## src/rtl/afg_pkg.sv

```systemverilog
package afg_pkg;
   // register offsets (host view)
   localparam logic [2:0] OFS_ID     = 3'd0;
   localparam logic [2:0] OFS_CTRL   = 3'd1;
   localparam logic [2:0] OFS_EVT    = 3'd2;
   localparam logic [2:0] OFS_STAT   = 3'd3;
   localparam logic [2:0] OFS_DATA   = 3'd4;
   localparam logic [2:0] OFS_CMD    = 3'd5;

   // control register bit positions
   localparam int CB_IE   = 7;
   localparam int CB_REQ  = 6;
   localparam int CB_W16  = 3;
   localparam int CB_CEN  = 2;
   localparam int CB_DEN  = 0;

   // event indices; enable of event i sits at bit i+4
   localparam int EV_HALF_IN   = 0;
   localparam int EV_HALF_OUT  = 1;
   localparam int EV_CMD_EMPTY = 2;
   localparam int EV_OUT_EMPTY = 3;
   localparam int NUM_EV       = 4;

   typedef struct packed {
      logic ie;
      logic w16;
      logic cen;
      logic den;
   } ctrl_t;
endpackage

```

## src/rtl/afg_fifo.sv

```systemverilog
module afg_fifo #(
   parameter int DEPTH = 128,
   parameter int WIDTH = 8,
   localparam int AW = (DEPTH > 1) ? $clog2(DEPTH) : 1,
   localparam int CW = $clog2(DEPTH + 1)
) (
   input  logic             clk,
   input  logic             rst_n,
   input  logic             flush,
   input  logic             push,
   input  logic [WIDTH-1:0] wdata,
   input  logic             pop,
   output logic [WIDTH-1:0] head,
   output logic [CW-1:0]    count,
   output logic             full,
   output logic             empty
);
   localparam logic [CW-1:0] DEPTH_C = CW'(DEPTH);
   localparam logic [AW-1:0] LAST_C  = AW'(DEPTH - 1);

   if (DEPTH < 2) begin : g_bad_depth
      $error("afg_fifo: DEPTH must be at least 2");
   end

   logic [WIDTH-1:0] mem [DEPTH];
   logic [AW-1:0]    wr_ptr, rd_ptr, wr_nxt, rd_nxt;
   logic             do_push, do_pop;

   assign full    = (count == DEPTH_C);
   assign empty   = (count == '0);
   assign do_push = push && !full;
   assign do_pop  = pop && !empty;
   assign head    = mem[rd_ptr];

   if ((DEPTH & (DEPTH - 1)) == 0) begin : g_pow2
      assign wr_nxt = wr_ptr + 1'b1;
      assign rd_nxt = rd_ptr + 1'b1;
   end else begin : g_wrap
      assign wr_nxt = (wr_ptr == LAST_C) ? '0 : wr_ptr + 1'b1;
      assign rd_nxt = (rd_ptr == LAST_C) ? '0 : rd_ptr + 1'b1;
   end

   always_ff @(posedge clk) begin
      if (do_push) mem[wr_ptr] <= wdata;
   end

   always_ff @(posedge clk or negedge rst_n) begin
      if (!rst_n) begin
         wr_ptr <= '0;
         rd_ptr <= '0;
         count  <= '0;
      end else if (flush) begin
         wr_ptr <= '0;
         rd_ptr <= '0;
         count  <= '0;
      end else begin
         if (do_push) wr_ptr <= wr_nxt;
         if (do_pop)  rd_ptr <= rd_nxt;
         case ({do_push, do_pop})
            2'b10:   count <= count + 1'b1;
            2'b01:   count <= count - 1'b1;
            default: count <= count;
         endcase
      end
   end
endmodule

```

## src/rtl/afg_events.sv

```systemverilog
module afg_events #(
   parameter int DEPTH     = 128,
   parameter int HALF_MARK = 64,
   localparam int CW = $clog2(DEPTH + 1)
) (
   input  logic          out_empty,
   input  logic          cmd_empty,
   input  logic [CW-1:0] out_count,
   input  logic [CW-1:0] in_count,
   input  logic [3:0]    enables,
   output logic [3:0]    events,
   output logic          request
);
   import afg_pkg::*;
   localparam logic [CW-1:0] MARK_C = CW'(HALF_MARK);

   logic [NUM_EV-1:0] armed;

   always_comb begin
      events               = '0;
      events[EV_OUT_EMPTY] = out_empty;
      events[EV_CMD_EMPTY] = cmd_empty;
      events[EV_HALF_OUT]  = (out_count <= MARK_C);
      events[EV_HALF_IN]   = (in_count >= MARK_C);
   end

   for (genvar i = 0; i < NUM_EV; i++) begin : g_arm
      assign armed[i] = events[i] & enables[i];
   end

   assign request = |armed;
endmodule

```

## src/rtl/audio_fifo_glue.sv

```systemverilog
module audio_fifo_glue #(
   parameter int         DATA_DEPTH = 128,
   parameter int         CMD_DEPTH  = 16,
   parameter int         HALF_MARK  = DATA_DEPTH / 2,
   parameter logic [7:0] ID_VALUE   = 8'hA5
) (
   input  logic       clk,
   input  logic       rst_n,
   input  logic       host_sel,
   input  logic       host_wr,
   input  logic [2:0] host_addr,
   input  logic [7:0] host_wdata,
   output logic [7:0] host_rdata,
   input  logic       smp_strobe,
   input  logic [7:0] cdc_in_byte,
   output logic [7:0] cdc_out_byte,
   output logic       cdc_out_valid,
   output logic [7:0] cmd_byte,
   output logic       cmd_valid,
   output logic       irq
);
   import afg_pkg::*;
   localparam int DCW = $clog2(DATA_DEPTH + 1);
   localparam int CCW = $clog2(CMD_DEPTH + 1);

   if (HALF_MARK < 1 || HALF_MARK >= DATA_DEPTH) begin : g_bad_mark
      $error("audio_fifo_glue: HALF_MARK must lie inside the data queue");
   end

   logic        wr_hit, rd_hit, soft_rst;
   ctrl_t       ctrl_q;
   logic [3:0]  en_q;
   logic [3:0]  events;
   logic        request;

   logic [7:0]     out_head, in_head, cmd_head;
   logic [DCW-1:0] out_count, in_count;
   logic [CCW-1:0] cmd_count;
   logic           out_full, out_empty, in_full, in_empty, cmd_full, cmd_empty;
   logic           data_step;

   assign wr_hit    = host_sel && host_wr;
   assign rd_hit    = host_sel && !host_wr;
   assign soft_rst  = wr_hit && (host_addr == OFS_ID);
   assign data_step = smp_strobe && ctrl_q.den;

   always_ff @(posedge clk or negedge rst_n) begin
      if (!rst_n) begin
         ctrl_q <= '0;
         en_q   <= '0;
      end else if (soft_rst) begin
         ctrl_q <= '0;
         en_q   <= '0;
      end else if (wr_hit) begin
         if (host_addr == OFS_CTRL) begin
            ctrl_q.ie  <= host_wdata[CB_IE];
            ctrl_q.w16 <= host_wdata[CB_W16];
            ctrl_q.cen <= host_wdata[CB_CEN];
            ctrl_q.den <= host_wdata[CB_DEN];
         end
         if (host_addr == OFS_EVT) en_q <= host_wdata[7:4];
      end
   end

   afg_fifo #(.DEPTH(DATA_DEPTH), .WIDTH(8)) u_out_q (
      .clk(clk), .rst_n(rst_n), .flush(soft_rst),
      .push(wr_hit && host_addr == OFS_DATA), .wdata(host_wdata),
      .pop(data_step), .head(out_head), .count(out_count),
      .full(out_full), .empty(out_empty));

   afg_fifo #(.DEPTH(DATA_DEPTH), .WIDTH(8)) u_in_q (
      .clk(clk), .rst_n(rst_n), .flush(soft_rst),
      .push(data_step), .wdata(cdc_in_byte),
      .pop(rd_hit && host_addr == OFS_DATA), .head(in_head), .count(in_count),
      .full(in_full), .empty(in_empty));

   afg_fifo #(.DEPTH(CMD_DEPTH), .WIDTH(8)) u_cmd_q (
      .clk(clk), .rst_n(rst_n), .flush(soft_rst),
      .push(wr_hit && host_addr == OFS_CMD), .wdata(host_wdata),
      .pop(cmd_valid), .head(cmd_head), .count(cmd_count),
      .full(cmd_full), .empty(cmd_empty));

   afg_events #(.DEPTH(DATA_DEPTH), .HALF_MARK(HALF_MARK)) u_events (
      .out_empty(out_empty), .cmd_empty(cmd_empty),
      .out_count(out_count), .in_count(in_count),
      .enables(en_q), .events(events), .request(request));

   assign cmd_valid     = ctrl_q.cen && !cmd_empty;
   assign cmd_byte      = cmd_head;
   assign cdc_out_valid = data_step && !out_empty;
   assign cdc_out_byte  = out_head;
   assign irq           = request && ctrl_q.ie;

   always_comb begin
      host_rdata = 8'h00;
      case (host_addr)
         OFS_ID:   host_rdata = ID_VALUE;
         OFS_CTRL: begin
            host_rdata[CB_IE]  = ctrl_q.ie;
            host_rdata[CB_REQ] = request;
            host_rdata[CB_W16] = ctrl_q.w16;
            host_rdata[CB_CEN] = ctrl_q.cen;
            host_rdata[CB_DEN] = ctrl_q.den;
         end
         OFS_EVT:  host_rdata = {en_q, events};
         OFS_STAT: host_rdata = {2'b00, cmd_full, cmd_empty, out_full, out_empty,
                                 in_full, in_empty};
         OFS_DATA: host_rdata = in_empty ? 8'h00 : in_head;
         default:  host_rdata = 8'h00;
      endcase
   end
endmodule

```

## config.mk

```make
export PLATFORM = sky130hd
export DESIGN_NAME = audio_fifo_glue
export DESIGN_NICKNAME = d
export VERILOG_FILES = /design/src/rtl/afg_pkg.sv /design/src/rtl/afg_fifo.sv /design/src/rtl/afg_events.sv /design/src/rtl/audio_fifo_glue.sv
export SDC_FILE = /design/constraint.sdc
export NUM_CORES = 2
export LEC_CHECK = 0
export ABC_AREA = 1
export ABC_CLOCK_PERIOD_IN_PS = 2700
export CAP_MARGIN = 20
export CORE_MARGIN = 5
export CORE_UTILIZATION = 50
export DETAILED_ROUTE_END_ITERATION = 10
export DONT_BUFFER_PORTS = 1
export GPL_TIMING_DRIVEN = 0
export PLACE_DENSITY_LB_ADDON = 0.08
export SLEW_MARGIN = 20
export SYNTH_ARGS = -nofsm -noshare
export SYNTH_HDL_FRONTEND = slang
export SYNTH_HIERARCHICAL = 1
export SYNTH_SLANG_ARGS = --single-unit
```

## constraint.sdc

```tcl
create_clock -name clk -period 2.7 [get_ports clk]
set_input_delay 0.54 -clock clk [delete_from_list [all_inputs] [get_ports clk]]
set_output_delay 0.54 -clock clk [all_outputs]
set_load 0.03 [all_outputs]
```

==> qor.yml <==
synthFlopType: "edfxtp_1"
drtPass1Iterations: 6
startpoint_type: "flip-flop"
worstSkewPairLatency_ns: 0.88
fp.coreArea_um2: 192000
layout_min_cycle_time_ns: 4.07
fmax_mhz: 246
grt_use_total_pct: 34.3
hold_path.class: "in2reg"
synth.avg_cell_area_um2: 10.5
globalplace.congestion: 1.00
arrival_ns: 3.53
yosys-top-cells-area: "edfxtp_1 (68%), nand2_1 (10%), nor2_1 (5.1%)"
slew_viol_final: 0
ios: 51
nets: 9661
fin_hold_ws_ns: 0.0676
yosysSeqAreaShare_pct: 69.7
end_kind: "output pin"
powerDensity_nw_per_um2: 1080
grt_pass1_wl_um: 485000
violations: "negative setup slack"
yosys_warnings: 6
leakagePower_nw: 45.1
post-place-ws_ns: -1.74
drc: 0
ys_seq_elements: 2241
drive_above_1_share_pct: 19.5
synth_top_area_share_pct: 68.0
cts_buffers: 233
synth_area_leader_cell: "edfxtp_1"
wl_per_cell_um: 28.7
synth_async_sr_flop_share_pct: 2.90
worst_slew_pin_slew_ns: 1.14
grt_start_max_net_pins: 147
max-cap-violations: 0
syn2layout_area_growth_pct: 21.0
hold_viol_final: 0
path_clk_slew_ns: 0.06
peakVddDrop_uv: 821
clock_sinks: 2241
detail-route-antenna-nets: 0
multi_input_area_um2: 28100
port_buffers: 0
chipHeight_um: 448
ctsLongestPathBuffers: 3
start_util_pct: 50.1
fillers: 15576
die_x_um: 448
fin_skew_ns: 0.0522
fin_crit_sh_pct: 151
worst_slack_ns: -1.37
synth_edf_count: 2176
root_buffer: "clkbuf_16"
synth_cell_types: 45
synth_nets: 9233
final_common_cell: "nand2_1"
netlist_instances: 9184
rows: 161
drt-initial-drc-count: 8351
grt_setup_unrepaired: "yes"
final-seq-area_um2: 67000
dieArea_um2: 201000
vias_per_cell: 5.74
max-slew-margin-rel_pct: 23.6
crit_type: "reg2out"
ctsHtreeMaxLevel: 4
grt_pass1_vias: 65629
synth_area_um2: 96100
hold_depth: 1
overflow: 0
setup_viol: 1231
rr_worst_depth: 5
crit_fanout: 11
cp_data_required_time_ns: 2.16
antenna_found_initial: 5
drt-total-wl_um: 355000
final_cell_mix: "nand2_1 (2480), edfxtp_1 (2176), nor2_1 (902), inv_1 (811), nand3_1 (695)"
vias: 70845
cts_tree: "done"
hpwl_um: 230000
status: "finished with violations"
-- layer usage --
layer / vias up / part of all wire [%] / GRT usage [%]
li1: 31424 / - / -
met1: 34575 / 37 / 43.9
met2: 3901 / 46 / 54.0
met3: 943 / 8.5 / 5.21
met4: 2 / 8.8 / 24.6
met5: - / 0.0037 / 0
-- Yosys cell counts, drive strengths merged, types with 16 or more instances --
master  instances
a21oi          55
buf           329
clkbuf        136
dfrtp          65
edfxtp       2176
ha             23
inv           868
nand2        2692
nand3         894
nand4          19
nor2         1314
nor3           25
o21ai         482
o221ai         26
o22ai          16
-- critical path, cell delays in order, from the launching register on --
cell and delay, ns:
dfrtp_2 0.37, buf_12 0.16, buf_12 0.17, clkbuf_2 0.39
o21ai_0 0.15, o21ai_0 0.24, nand2_1 0.09, nand3_1 0.19
nor2_2 0.12, nor2_1 0.22, nor2_1 0.09, nor2_2 0.23
nand2_2 0.11, nand3_4 0.15
-- worst paths after layout --
| path | from | to | slack [ns] |
|---|---|---|---|
| max in group asynchronous | rst_n | u_in_q/rd_ptr[1]$_DFFE_PN0P_ | 2.04 |
| hold reg to reg | ctrl_q[2]$_DFFE_PN0P_ | ctrl_q[2]$_DFFE_PN0P_ | 0.52 |
| setup reg to reg | u_in_q/wr_ptr[5]$_DFFE_PN0P_ | u_in_q/mem[60][2]$_DFFE_PP_ | -0.35 |
| min in group asynchronous | rst_n | u_cmd_q/rd_ptr[3]$_DFFE_PN0P_ | 0.25 |
| setup / recovery | u_in_q/rd_ptr[0]$_DFFE_PN0P_ | host_rdata[2] | -1.37 |
| hold / removal | cdc_in_byte[7] | u_in_q/mem[102][7]$_DFFE_PP_ | 0.07 |
-- logic make-up after synthesis --
kind of cell,Yosys count,synth area share (%)
AOI/OAI and AO/OA,606,3.36
xor gates and xnor gates,10,0.0911
adders and majority gates,25,0.341
buffers and inverters,1343,5.78
DFF,2241,69.7
and+or+nand+nor,4959,20.8
-- report_power, final --
| group | internal, mW | total [mW] | switching, mW |
|---|---|---|---|
| combinational | 16.8 | 54.6 | 37.9 |
| sequential | 38.6 | 39.1 | 0.481 |
| clock | 17.8 | 31.4 | 13.5 |
| total | 73.1 | 125 | 51.9 |
-- layout make-up --
| class | count | share of cell area (%) |
|---|---|---|
| timing repair buffer | 197 | 2.43 |
| tap | 2526 | 2.72 |
| inverter | 878 | 2.93 |
| clock buffer | 297 | 5.35 |
| sequential | 2241 | 57.6 |
| antenna | 6 | 0.0129 |
| clock inverter | 130 | 0.991 |
| buffer | 461 | 3.84 |
| multi-input combinational | 5600 | 24.1 |
-- registers in the layout (all words and copies together), names as in the netlist --
register,flops
u_cmd_q/mem,128
u_in_q/rd_ptr,7
u_in_q/wr_ptr,7
u_in_q/mem,1024
en_q,4
u_cmd_q/count,5
u_out_q/wr_ptr,7
u_cmd_q/rd_ptr,4
u_cmd_q/wr_ptr,4
u_out_q/mem,1024
u_out_q/count,8
u_out_q/rd_ptr,7
u_in_q/count,8
ctrl_q,4
-- metrics by stage --
step	cell area [um2]	setup TNS (ns)	util [%]	total power [mW]	instances
2_1_floorplan	96100	0	-	62.0	9184
3_3_place_gp	99300	-2429.90	51.7	80.1	11710
3_5_place_dp	99400	-2430.50	51.8	80.3	11714
4_1_cts	113000	-232.67	59.0	119	12266
5_1_grt	116000	-275.55	60.6	129	12330
6_report	116000	-213.24	60.6	125	12336
-- timing repair --
action | in CTS | in global routing
hold buffers | 24 | 0
resized for setup | 1497 | 657
buffers inserted | 91 | 51
endpoints found under the hold margin | 2249 | 0
cloned | 10 | 19
endpoints found under the setup margin | 2064 | 1468
pin swaps | 148 | 217
No activity file was read; power rests on OpenSTA's default activity.
